`src/rtl/exc_pkg.sv`:
```
package exc_pkg;
    localparam int CODE_W = 12;

    localparam int SR_BL_BIT = 28;
    localparam int SR_RB_BIT = 29;
    localparam int SR_MD_BIT = 30;
    localparam int SR_FD_BIT = 15;
    localparam int SR_IM_LO  = 4;
    localparam int SR_IM_W   = 4;

    localparam logic [CODE_W-1:0] CODE_RESET    = 12'h000;
    localparam logic [CODE_W-1:0] CODE_MANRESET = 12'h020;
    localparam logic [CODE_W-1:0] CODE_MULTIHIT = 12'h140;
    localparam logic [CODE_W-1:0] CODE_TLB_RD   = 12'h040;
    localparam logic [CODE_W-1:0] CODE_TLB_WR   = 12'h060;
    localparam logic [CODE_W-1:0] CODE_TRAP     = 12'h160;
    localparam logic [CODE_W-1:0] CODE_KEEP_BL  = 12'h1E0;

    typedef enum logic [1:0] {
        EV_NONE,
        EV_EXC,
        EV_IRQ
    } ev_kind_e;

    typedef enum logic [1:0] {
        ST_IDLE,
        ST_EXC_DONE,
        ST_IRQ_DONE
    } seq_state_e;
endpackage

```
`src/rtl/exc_arbiter.sv`:
```
module exc_arbiter
    import exc_pkg::*;
(
    input  logic              exc_valid_i,
    input  logic [CODE_W-1:0] exc_code_i,
    input  logic              irq_req_i,
    input  logic              irq_vec_valid_i,
    input  logic [CODE_W-1:0] irq_vec_i,
    input  logic              bl_i,
    input  logic              sleep_i,
    output ev_kind_e          kind_o,
    output logic [CODE_W-1:0] code_o
);
    logic irq_open;

    assign irq_open = !bl_i || sleep_i;

    always_comb begin
        kind_o = EV_NONE;
        code_o = exc_code_i;
        if (exc_valid_i) begin
            kind_o = EV_EXC;
            if (bl_i && (exc_code_i != CODE_KEEP_BL)) begin
                code_o = CODE_RESET;
            end
        end else if (irq_req_i && irq_open && irq_vec_valid_i) begin
            kind_o = EV_IRQ;
            code_o = irq_vec_i;
        end
    end
endmodule

```
`src/rtl/exc_target.sv`:
```
module exc_target
    import exc_pkg::*;
#(
    parameter int              XLEN     = 32,
    parameter int              DS_W     = 3,
    parameter logic [XLEN-1:0] OFF_GEN  = 'h100,
    parameter logic [XLEN-1:0] OFF_TLB  = 'h400,
    parameter logic [XLEN-1:0] OFF_IRQ  = 'h600,
    parameter logic [XLEN-1:0] RESET_PC = 'hA000_0000
) (
    input  ev_kind_e          kind_i,
    input  logic [CODE_W-1:0] code_i,
    input  logic [XLEN-1:0]   sr_i,
    input  logic [XLEN-1:0]   pc_i,
    input  logic [XLEN-1:0]   vbr_i,
    input  logic [DS_W-1:0]   ds_i,
    output logic [XLEN-1:0]   sr_o,
    output logic [XLEN-1:0]   spc_o,
    output logic [XLEN-1:0]   pc_o,
    output logic              ds_any_o
);
    localparam logic [XLEN-1:0] STEP = XLEN'(2);

    logic is_exc, reset_cls, tlb_cls, trap_cls;
    logic [XLEN-1:0] rewound;

    assign is_exc    = (kind_i == EV_EXC);
    assign reset_cls = is_exc && (code_i == CODE_RESET || code_i == CODE_MANRESET
                                  || code_i == CODE_MULTIHIT);
    assign tlb_cls   = is_exc && (code_i == CODE_TLB_RD || code_i == CODE_TLB_WR);
    assign trap_cls  = is_exc && (code_i == CODE_TRAP);
    assign ds_any_o  = |ds_i;
    assign rewound   = ds_any_o ? (pc_i - STEP) : pc_i;
    assign spc_o     = trap_cls ? (rewound + STEP) : rewound;

    always_comb begin
        sr_o = sr_i;
        sr_o[SR_BL_BIT] = 1'b1;
        sr_o[SR_MD_BIT] = 1'b1;
        sr_o[SR_RB_BIT] = 1'b1;
        if (reset_cls) begin
            sr_o[SR_FD_BIT] = 1'b0;
            sr_o[SR_IM_LO +: SR_IM_W] = '1;
        end
    end

    always_comb begin
        if (kind_i == EV_IRQ)  pc_o = vbr_i + OFF_IRQ;
        else if (reset_cls)    pc_o = RESET_PC;
        else if (tlb_cls)      pc_o = vbr_i + OFF_TLB;
        else                   pc_o = vbr_i + OFF_GEN;
    end
endmodule

```
`src/rtl/exc_entry_seq.sv`:
```
module exc_entry_seq
    import exc_pkg::*;
#(
    parameter int              XLEN     = 32,
    parameter int              DS_W     = 3,
    parameter logic [XLEN-1:0] RESET_PC = 'hA000_0000
) (
    input  logic              clk,
    input  logic              rst_n,
    input  logic              take_i,
    input  logic              exc_valid_i,
    input  logic [CODE_W-1:0] exc_code_i,
    input  logic              irq_req_i,
    input  logic              irq_vec_valid_i,
    input  logic [CODE_W-1:0] irq_vec_i,
    input  logic              sleep_set_i,
    input  logic [XLEN-1:0]   sr_i,
    input  logic [XLEN-1:0]   pc_i,
    input  logic [XLEN-1:0]   r15_i,
    input  logic [XLEN-1:0]   vbr_i,
    input  logic [DS_W-1:0]   ds_i,
    output logic [SR_IM_W-1:0] irq_mask_o,
    output logic [XLEN-1:0]   ssr_o,
    output logic [XLEN-1:0]   spc_o,
    output logic [XLEN-1:0]   sgr_o,
    output logic [XLEN-1:0]   sr_o,
    output logic [CODE_W-1:0] expevt_o,
    output logic [CODE_W-1:0] intevt_o,
    output logic [XLEN-1:0]   pc_o,
    output logic              ds_clr_o,
    output logic              done_o,
    output logic              sleep_o
);
    seq_state_e        state_q, state_d;
    ev_kind_e          kind;
    logic [CODE_W-1:0] code;
    logic [XLEN-1:0]   sr_new, spc_new, pc_new;
    logic              ds_any, accept;

    assign irq_mask_o = sr_i[SR_IM_LO +: SR_IM_W];

    exc_arbiter u_arb (
        .exc_valid_i     (exc_valid_i),
        .exc_code_i      (exc_code_i),
        .irq_req_i       (irq_req_i),
        .irq_vec_valid_i (irq_vec_valid_i),
        .irq_vec_i       (irq_vec_i),
        .bl_i            (sr_i[SR_BL_BIT]),
        .sleep_i         (sleep_o),
        .kind_o          (kind),
        .code_o          (code)
    );

    exc_target #(
        .XLEN     (XLEN),
        .DS_W     (DS_W),
        .RESET_PC (RESET_PC)
    ) u_tgt (
        .kind_i   (kind),
        .code_i   (code),
        .sr_i     (sr_i),
        .pc_i     (pc_i),
        .vbr_i    (vbr_i),
        .ds_i     (ds_i),
        .sr_o     (sr_new),
        .spc_o    (spc_new),
        .pc_o     (pc_new),
        .ds_any_o (ds_any)
    );

    assign accept = take_i && (state_q == ST_IDLE) && (kind != EV_NONE);
    assign done_o = (state_q != ST_IDLE);

    always_comb begin
        state_d = state_q;
        unique case (state_q)
            ST_IDLE: begin
                if (accept && kind == EV_EXC)      state_d = ST_EXC_DONE;
                else if (accept)                   state_d = ST_IRQ_DONE;
                else                               state_d = ST_IDLE;
            end
            ST_EXC_DONE: state_d = ST_IDLE;
            ST_IRQ_DONE: state_d = ST_IDLE;
            default:     state_d = ST_IDLE;
        endcase
    end

    always_ff @(posedge clk) begin
        if (!rst_n) state_q <= ST_IDLE;
        else        state_q <= state_d;
    end

    always_ff @(posedge clk) begin
        if (!rst_n) begin
            ssr_o    <= '0;
            spc_o    <= '0;
            sgr_o    <= '0;
            sr_o     <= '0;
            expevt_o <= '0;
            intevt_o <= '0;
            pc_o     <= '0;
            ds_clr_o <= 1'b0;
            sleep_o  <= 1'b0;
        end else begin
            ds_clr_o <= 1'b0;
            if (accept) begin
                ssr_o    <= sr_i;
                spc_o    <= spc_new;
                sgr_o    <= r15_i;
                sr_o     <= sr_new;
                pc_o     <= pc_new;
                ds_clr_o <= ds_any;
                sleep_o  <= 1'b0;
                if (kind == EV_EXC) expevt_o <= code;
                else                intevt_o <= code;
            end else if (sleep_set_i) begin
                sleep_o <= 1'b1;
            end
        end
    end


    done_pulse_chk: assert property (@(posedge clk) disable iff (!rst_n)
        done_o |=> !done_o);


    sleep_clear_chk: assert property (@(posedge clk) disable iff (!rst_n)
        done_o |-> !sleep_o);


    priv_bits_chk: assert property (@(posedge clk) disable iff (!rst_n)
        done_o |-> (sr_o[SR_BL_BIT] && sr_o[SR_MD_BIT] && sr_o[SR_RB_BIT]));


    irq_keeps_exp_chk: assert property (@(posedge clk) disable iff (!rst_n)
        (state_q == ST_IRQ_DONE) |-> $stable(expevt_o));


    exc_keeps_int_chk: assert property (@(posedge clk) disable iff (!rst_n)
        (state_q == ST_EXC_DONE) |-> $stable(intevt_o));


    reset_mask_chk: assert property (@(posedge clk) disable iff (!rst_n)
        (state_q == ST_EXC_DONE && pc_o == RESET_PC)
            |-> (sr_o[SR_IM_LO +: SR_IM_W] == '1 && !sr_o[SR_FD_BIT]));


    bl_blocks_irq_chk: assert property (@(posedge clk) disable iff (!rst_n)
        (take_i && !exc_valid_i && sr_i[SR_BL_BIT] && !sleep_o && state_q == ST_IDLE)
            |=> !done_o);
endmodule

```
`config.mk`:
```
export PLATFORM = sky130hd
export DESIGN_NAME = exc_entry_seq
export DESIGN_NICKNAME = d
export VERILOG_FILES = /design/src/rtl/exc_pkg.sv /design/src/rtl/exc_arbiter.sv /design/src/rtl/exc_target.sv /design/src/rtl/exc_entry_seq.sv
export SDC_FILE = /design/constraint.sdc
export NUM_CORES = 1
export LEC_CHECK = 0
export BUFFER_PORTS_ARGS = -buffer_cell sky130_fd_sc_hd__buf_2
export CORE_MARGIN = 2
export CORE_UTILIZATION = 50
export DETAILED_ROUTE_END_ITERATION = 10
export PLACE_DENSITY = 0.81
export SLEW_MARGIN = 40
export SYNTH_ARGS = -nofsm -noshare
export SYNTH_HDL_FRONTEND = slang
export SYNTH_HIERARCHICAL = 1
export SYNTH_SLANG_ARGS = --single-unit
```
`constraint.sdc`:
```
create_clock -name clk -period 5.3 [get_ports clk]
set_input_delay 0.53 -clock clk [delete_from_list [all_inputs] [get_ports clk]]
set_output_delay 0.53 -clock clk [all_outputs]
set_load 0.02 [all_outputs]
```
; ---- Yosys cells after proc, flatten, opt, wreduce, memory -nomap -nowiden
; Cells that the tools add are included.
; W data, S select, Z words.
[totals]
regBits = 188
word_cells = 66
[classes]
bitwise_logic = 3
addsub = 5
muxes = 14
reduce_logical = 25
n_eq_ne = 8
[op_table]
columns = operator, n
row1 = $mux W32, 5
row2 = $add A32 B11 Y32 const B, 2
row3 = $mux W12, 3
row4 = $add A32 B2 Y32 const B, 1
row5 = $add A32 B9 Y32 const B, 1
row6 = $sub A32 B2 Y32 const B, 1
row7 = $eq A12 B7 Y1 const B, 2
row8 = $eq A12 B9 Y1 const B, 2
row9 = $eq A12 B6 Y1 const B, 1
row10 = $logic_not A12 Y1, 1
row11 = $ne A12 B9 Y1 const B, 1
row12 = $logic_and A1 B1 Y1, 9
row13 = $reduce_and A2 Y1, 4
row14 = $mux W2, 3
row15 = $reduce_or A3 Y1, 2
row16 = $logic_or A1 B1 Y1, 4
row17 = $mux W4, 1
row18 = $reduce_bool A2 Y1, 2
row19 = $not A1 Y1, 3
row20 = $eq A2 B1 Y1 const B, 1
row21 = $eq A2 B2 Y1 const B, 1
row22 = $logic_not A2 Y1, 1
row23 = $mux W1, 2
row24 = $reduce_or A2 Y1, 1
row25 = $logic_not A1 Y1, 1

; ---- Logic depth before layout (Yosys ltp)
; Gate-level depths: netlist of the first run.
[depth]
ltp_word = 12
mapped_depth = 15
ltp_nobuf = 13

; ---- Modules after synthesis
; Netlist of the first run, hierarchy kept.
[by_module_without_submodules]
columns = module, cells_per_inst, area_per_inst_um2, instances, seq_area_each_um2
row1 = exc_entry_seq, 467, 5890.6, 1, 3763.6
row2 = exc_target, 497, 3118.0, 1, 0.0
row3 = exc_arbiter, 39, 311.5, 1, 0.0

; ---- Least setup slack after synthesis of the first run
; No wires, ideal clock.
[synth_path]
path_kind = input to register
from = input sr_i[28]
to = register spc_o[21]
t_arrival_ns = 3.831
path_stages = 14
path_slack_ns = 1.352
setup_ns = 0.117
required_ns = 5.183
path_buffers = 1
path_cell_list = nor2b_2 nor3_4 buf_12 mux2i_1 nor2_2 or4_1 or4_1 nor3_2 o2111ai_1 nor4_4 a21boi_0 a311oi_1 xor2_1 a22o_1
[synth_between]
elab_chain_len = 9
[synth_rtl]
columns = item, line_no
row1 = from (decl), exc_entry_seq.sv:17  ; input logic [XLEN-1:0] sr_i,
row2 = $logic_not A1 Y1, exc_arbiter.sv:16  ; assign irq_open = !bl_i || sleep_i;
row3 = $logic_or A1 B1 Y1, exc_arbiter.sv:16
row4 = $logic_and A1 B1 Y1 (2 in series), exc_arbiter.sv:26  ; end else if (irq_req_i && irq_open && irq_vec_valid_i) begin
row5 = $mux W2, exc_arbiter.sv:26
row6 = $mux W2, exc_arbiter.sv:21  ; if (exc_valid_i) begin
row7 = named net kind[1], exc_entry_seq.sv:35  ; ev_kind_e kind;
row8 = $eq A2 B1 Y1, exc_target.sv:27  ; assign is_exc = (kind_i == EV_EXC);
row9 = $logic_and A1 B1 Y1, exc_target.sv:31  ; assign trap_cls = is_exc && (code_i == CODE_TRAP);
row10 = $mux W32, exc_target.sv:34  ; assign spc_o = trap_cls ? (rewound + STEP) : rewound;
row11 = named net spc_new[21], exc_entry_seq.sv:37  ; logic [XLEN-1:0] sr_new, spc_new, pc_new;
row12 = to (signal assigned), exc_entry_seq.sv:108  ; spc_o <= spc_new;
row13 = to (decl), exc_entry_seq.sv:24  ; output logic [XLEN-1:0] spc_o,
; The timed path passes the listed nets, and every way through them passes these cells.
; A chain may end at the register's enable or synchronous reset.

; ---- Worst setup path in the final report of the first run
[layout_path]
from = register sleep_o
to = register spc_o[28]
[layout_between]
elab_chain_len = 8
[layout_rtl]
columns = item, line_no
row1 = from (decl), exc_entry_seq.sv:32  ; output logic sleep_o
row2 = from (signal assigned), exc_entry_seq.sv:103  ; sleep_o <= 1'b0;
row3 = from (signal assigned), exc_entry_seq.sv:113  ; sleep_o <= 1'b0;
row4 = from (signal assigned), exc_entry_seq.sv:117  ; sleep_o <= 1'b1;
row5 = $logic_or A1 B1 Y1, exc_arbiter.sv:16
row6 = $logic_and A1 B1 Y1 (2 in series), exc_arbiter.sv:26
row7 = $mux W2, exc_arbiter.sv:26
row8 = $mux W2, exc_arbiter.sv:21
row9 = named net kind[1], exc_entry_seq.sv:35
row10 = $eq A2 B1 Y1, exc_target.sv:27
row11 = $logic_and A1 B1 Y1, exc_target.sv:31
row12 = $mux W32, exc_target.sv:34
row13 = named net spc_new[28], exc_entry_seq.sv:37
; The timed path passes the listed nets, and every way through them passes these cells.

==> metrics.txt, run 1 <==
outcome complete, no violations; placed cell count 1,500; final hold vios 0; Synth top area share 40.4%; Netlist Area Pre-Place 9320 sq um; clock sink total 188; DIE WIDTH 141 microns; final worst slack 940 ps; relative slew slack 42.8%; first drt pass iteration count 7; Max VDD drop 0.000198 V; Cell Rows 49; Yosys cell types 82; Async SR Flop Fraction 0%; Core Region 18,100 sq um; crit path from sleep_o$_SDFFE_PP0P_; Worst EP required 5620 ps; Synth area leaders dfxtp_1 (40%), a22o_1 (15%), buf_4 (3.4%); vias in the first global route 8,240; clock buffer depth 2; depth of the worst register-to-register path 13; first-pass GRT wire length 42.4 mm; RSZ-0062 raised after global routing false; clk root buf clkbuf_16; drt wl/cell 18.0 microns; total power 0.00337 W; Post-CTS Hold Fix Bufs 0; Vias/cell 5.90; Worst setup SP type register; critical path arrival 4680 ps; pin count of the biggest net entering global routing 85; via count 9,045; CTS Buf Count 17; Tcrit/Tclk final 82.3%; Final setup viols 0; Area growth syn-to-layout 23.4%; Worst Clk Skew 13.6 ps; Leak 5.26 nW; nature of the critical path endpoint register; setup slack, reg-to-reg 940 ps; port bufs 352; number of gates resized after cts 0; worst-path maximum fanout 8; Ant. Diodes 0; Max Clk Rate 229 MHz; drt total wl 27.6 mm; initial antenna violation count 0; register bit total from synthesis 188; Slew @ Worst Pin 859 ps; setup TNS 0 ps; worst r2r src sleep_o$_SDFFE_PP0P_; fin crit period 4360 ps; Core Util, Final 63.4%; CP Class register to register; first-iteration detailed-routing DRC count 646; H-Tree Depth 4; detailed placement HPWL 20.2 mm; setup repair bufs after CTS 0; worst skew pair latency 420 ps; P per Cell Area 293 nW/um^2; CTS tree done; gr usage total 26.4%; Cells after Synth 1,003; Final ANT Viol Nets 0; drt drc 0; synthesis warning total 6; Seq/Total Area, Yosys 40.4%; EDFF count, synth 0; full die area 19,700 sq um; max cap viols 0; HP Class input pin to register; routability cong. 0.938; fin nets 1,459; fraction of layout cells with a size suffix above 1 34.2%; final non-filler cell total 1,532; reg2reg end spc_o[28]$_SDFFE_PN0P_; Setup crit end spc_o[28]$_SDFFE_PN0P_; Starting Density 51.4%; fin. max-slew vios 0; syn_area_per_cell 9.29 sq um; Fill cells 1,512; worst slack at placement 701 ps; remaining global-route overflow 0; Yosys top cell by area dfxtp_1; height of the die 141 microns; clock-pin transition on the worst setup and hold timing paths 80 ps; ys flop type dfxtp_1; I/O pins 353
## area by class of cell
type / instances / area (sq um) / area share, %
Inverter: 14 / 52.6 / 0.457
Timing Repair Buffer: 364 / 1890 / 16.5
Clock buffer: 18 / 439 / 3.82
Clock inverter: 14 / 168 / 1.46
Multi-Input combinational cell: 705 / 4900 / 42.6
Sequential cell: 188 / 3760 / 32.7
Tap cell: 229 / 287 / 2.49
## layer usage
metal,GRT usage (%),vias to the layer above,wire length [microns]
met5,0,-,0
met4,8.21,0,680
met3,6.46,56,2290
met2,44.4,490,13200
met1,33.5,4229,11500
li1,-,4270,-
## cells in the final DEF, fill, tap and decap left out, drive strengths merged, types with 6 or more instances in the layout
cell / synthesis / final
mux2i: 31 / 31
xor2: 21 / 21
or3: 9 / 9
a22o: 160 / 160
nor4: 21 / 21
nand4: 9 / 9
or4: 7 / 7
nand3: 37 / 37
or2: 12 / 12
nor2: 57 / 57
a31oi: 9 / 9
clkbuf: 28 / 18
nor3: 29 / 29
nand2: 77 / 77
buf: 70 / 364
ha: 7 / 7
inv: 13 / 19
clkinv: 1 / 9
xnor2: 31 / 31
and3: 6 / 6
o21a: 6 / 6
and2: 14 / 14
o21ai: 50 / 50
dfxtp: 188 / 188
a21oi: 36 / 36
nand2b: 9 / 9
## cell usage after synthesis, types with 7 or more instances
cell,n
nor2_1,47
buf_2,13
buf_6,10
mux2i_1,31
o21ai_0,49
nand2b_1,9
xnor2_1,31
a22o_1,160
and2_1,14
a21oi_1,36
nand2_1,76
buf_4,42
nand3_1,36
or3_1,9
nor2_2,10
ha_1,7
a31oi_1,9
nor3_1,24
nor4_1,16
inv_1,13
clkbuf_1,26
or2_2,10
dfxtp_1,188
nand4_1,9
xor2_1,21
## critical path: stages (launching register included)
cell and delay (ps):
dfxtp_1 400, nor2b_2 80, nor3_4 390, mux2i_1 330
nor2_1 90, or4_1 570, or4_1 610, a211oi_1 280
o2111ai_1 260, nor4_2 490, a41oi_1 190, a41oi_1 230
xnor2_1 100, a22o_1 210
## sequential cells by signal, indices dropped and copies added (netlist names)
signal,flops
ds_clr_o,1
expevt_o,12
intevt_o,12
pc_o,32
sgr_o,32
sleep_o,1
spc_o,32
sr_o,32
ssr_o,32
state_q,2
## metrics by stage
| step | cell area, sq um | hold WS, ps |
|---|---|---|
| finish | 11500 | 312 |
| global route | 11500 | 294 |
| CTS | 11500 | 300 |
| detailed placement | 10900 | 449 |
| global placement | 10800 | 442 |
| floorplan | 9330 | 536 |
## worst min path at each step
stage / start / to / cells after the start
after floorplan: state_q[0]$_SDFF_PN0_ / state_q[1]$_SDFF_PP0_ / 2
after global placement: expevt_o[4]$_SDFFE_PN0P_ / expevt_o[4]$_SDFFE_PN0P_ / 2
after detailed placement: spc_o[14]$_SDFFE_PN0P_ / spc_o[14]$_SDFFE_PN0P_ / 1
after CTS: r15_i[21] / sgr_o[21]$_SDFFE_PN0P_ / 2
after global routing: sleep_set_i / sleep_o$_SDFFE_PP0P_ / 2
final: sleep_set_i / sleep_o$_SDFFE_PP0P_ / 2
## where the power goes
group          total [W]  switching (W)  internal [W]  leakage, nW
Combinational   0.000563       0.000345      0.000218         3.42
Clock            0.00128       0.000629      0.000652        0.295
Sequential       0.00153      0.0000415       0.00149         1.54
Total            0.00337        0.00102       0.00236         5.26
## cell families after synthesis
family	share of synthesized area, %
buffers and inverters	7.48
other	0.0402
flip-flops	40.4
AND/OR/NAND/NOR	18.3
AO/OA/AOI/OAI	24.5
XOR/XNOR	4.89
adder cells (fa/ha/maj)	0.940
multiplexers	3.45
Note: power is estimated with default switching activity, not from simulation.
==> inputs of run 2 (changes only) <==
--- a/config.mk
+++ b/config.mk
@@ -5,11 +5,12 @@
 export SDC_FILE = /design/constraint.sdc
 export NUM_CORES = 1
 export LEC_CHECK = 0
+export ABC_AREA = 1
 export BUFFER_PORTS_ARGS = -buffer_cell sky130_fd_sc_hd__buf_2
 export CORE_MARGIN = 2
-export CORE_UTILIZATION = 50
+export CORE_UTILIZATION = 47
 export DETAILED_ROUTE_END_ITERATION = 10
-export PLACE_DENSITY = 0.81
+export PLACE_DENSITY = 0.78
 export SLEW_MARGIN = 40
 export SYNTH_ARGS = -nofsm -noshare
 export SYNTH_HDL_FRONTEND = slang
==> constraint.sdc (replaced) <==
create_clock -name clk -period 3.55 [get_ports clk]
set_input_delay 0.355 -clock clk [delete_from_list [all_inputs] [get_ports clk]]
set_output_delay 0.355 -clock clk [all_outputs]
set_load 0.02 [all_outputs]
==> metrics.txt, run 2 <==
Starting Density 47.6%; Cell Rows 56; Max Clk Rate 336 MHz; setup TNS 0 ps; Slew @ Worst Pin 822 ps; pin count of the biggest net entering global routing 86; first drt pass iteration count 5; fin. max-slew vios 0; fin crit period 2980 ps; count leader, synth nand2_1; Netlist Area Pre-Place 11,100 sq um; detailed placement HPWL 26.6 mm; clock buffer depth 2; H-Tree Depth 4; drt drc 0; synthesis warning total 6; Final setup viols 0; critical path arrival 3310 ps; Vias/cell 5.01; CTS Buf Count 17; clock-pin transition on the worst setup and hold timing paths 90 ps; relative slew slack 45.2%; EDFF count, synth 0; gr usage total 26.9%; final hold vios 0; full die area 24,900 sq um; HP Class input pin to register; Seq/Total Area, Yosys 33.9%; outcome complete, no violations; Max VDD drop 0.000296 V; RSZ-0062 raised after global routing false; fin nets 2,247; P per Cell Area 394 nW/um^2; port bufs 352; clock sink total 188; first-iteration detailed-routing DRC count 883; Yosys top cell by area dfxtp_1; height of the die 158 microns; most common cell after layout, fill and taps aside nand2_1; fraction of layout cells with a size suffix above 1 23.4%; drt total wl 35.3 mm; nature of the critical path endpoint register; crit path from sleep_o$_SDFFE_PP0P_; I/O pins 353; Post-CTS Hold Fix Bufs 0; remaining global-route overflow 0; first-pass GRT wire length 53.7 mm; Tcrit/Tclk final 83.8%; worst-path maximum fanout 13; Fill cells 2,378; worst r2r src sleep_o$_SDFFE_PP0P_; Synth area leaders dfxtp_1 (34%), nand2_1 (22%), nand3_1 (10%); drt wl/cell 14.6 microns; Async SR Flop Fraction 0%; max cap viols 0; setup repair bufs after CTS 0; Worst setup SP type register; syn_area_per_cell 6.19 sq um; number of gates resized after cts 0; Yosys cell types 42; register bit total from synthesis 188; Final ANT Viol Nets 0; Fin Hold WS 106 ps; multi-input logic area 5980 sq um; via count 12.1k; DIE WIDTH 158 microns; routability cong. 0.935; commonest cells in the netlist nand2_1 (641), nand3_1 (232), dfxtp_1 (188), inv_1 (188), nor2_1 (183); FF/Latch Area 3760 sq um; Cells after Synth 1,793; Leak 7.56 nW; commonest non-fill, non-tap cells in the layout nand2_1 (641), buf_2 (351), nand3_1 (232); CTS tree done; worst skew pair latency 430 ps; Core Region 23,300 sq um; initial antenna violation count 1; ys flop type dfxtp_1; Worst Clk Skew 10.3 ps; vias in the first global route 10.7k; CP Class register to register; Synth top area share 33.9%; clk root buf clkbuf_16; Area growth syn-to-layout 21.5%; Worst EP required 3880 ps; HP Start r15_i[3]
-- run 2: path summary, 6_finish.rpt --
kind / end / slack, ps / depth (start not counted)
worst max-delay path: pc_o[25]$_SDFFE_PN0P_ / 570 / 21
worst min-delay path: sgr_o[3]$_SDFFE_PN0P_ / 110 / 3
worst max register to register: pc_o[25]$_SDFFE_PN0P_ / 570 / 21
worst min register to register: sr_o[28]$_SDFFE_PN0P_ / 470 / 2
-- run 2: worst max-delay path, stage by stage, from the launching register on --
cell and delay (ps):
dfxtp_1 360, inv_1 80, a21oi_4 320, nand2_1 90
nand3_1 100, nand2_1 110, nor2_1 220, nand2_1 130
nor2_1 150, nand2_1 150, nand2_1 80, o21ai_1 90
nor2_1 310, inv_1 80, nor2_1 130, nand2_1 100
inv_1 80, nand3_1 60, nand3_1 90, nand2_1 50
nand2_1 60, nand2_1 50
-- run 2: final cells by class --
type	count	share of cell area, %
tap	319	2.96
antenna	1	0.0185
timing repair buffer	370	14.4
clock inverter	15	1.53
multi-input combinational	1296	44.3
inverter	205	5.72
sequential	188	27.9
clock buffer	17	3.15
-- run 2: metrics by stage --
step	cell area (sq um)	instances	utilization, %	worst slack (ps)	total power (W)
floorplan	11100	1795	-	977	0.00299
global placement	12800	2378	55.1	442	0.00335
detailed placement	12800	2378	55.1	383	0.00336
CTS	13500	2410	57.8	454	0.00535
global route	13500	2411	57.8	175	0.00556
finish	13500	2411	57.8	575	0.00532
-- run 2: kinds of logic after synthesis --
family	synth area share, %
and+or+nand+nor	46.3
buffers and inverters	12.4
DFF	33.9
AOI/OAI and AO/OA	3.54
xor gates and xnor gates	3.00
adders and majority gates	0.789
other	0.0338
-- run 2: layer usage --
metal  GRT usage (%)  up-vias  share of wire (%)
met5               0        -                  0
met3            3.94       45                7.0
met1            34.4     5476                 43
met2            46.1      457                 48
met4            9.65        0                2.1
li1                -     6110                  -
-- run 2: power breakdown --
part	internal (W)	total (W)	switching, W
Clock	0.000977	0.00199	0.00102
Combinational	0.000325	0.00103	0.000704
Sequential	0.00223	0.00230	0.0000646
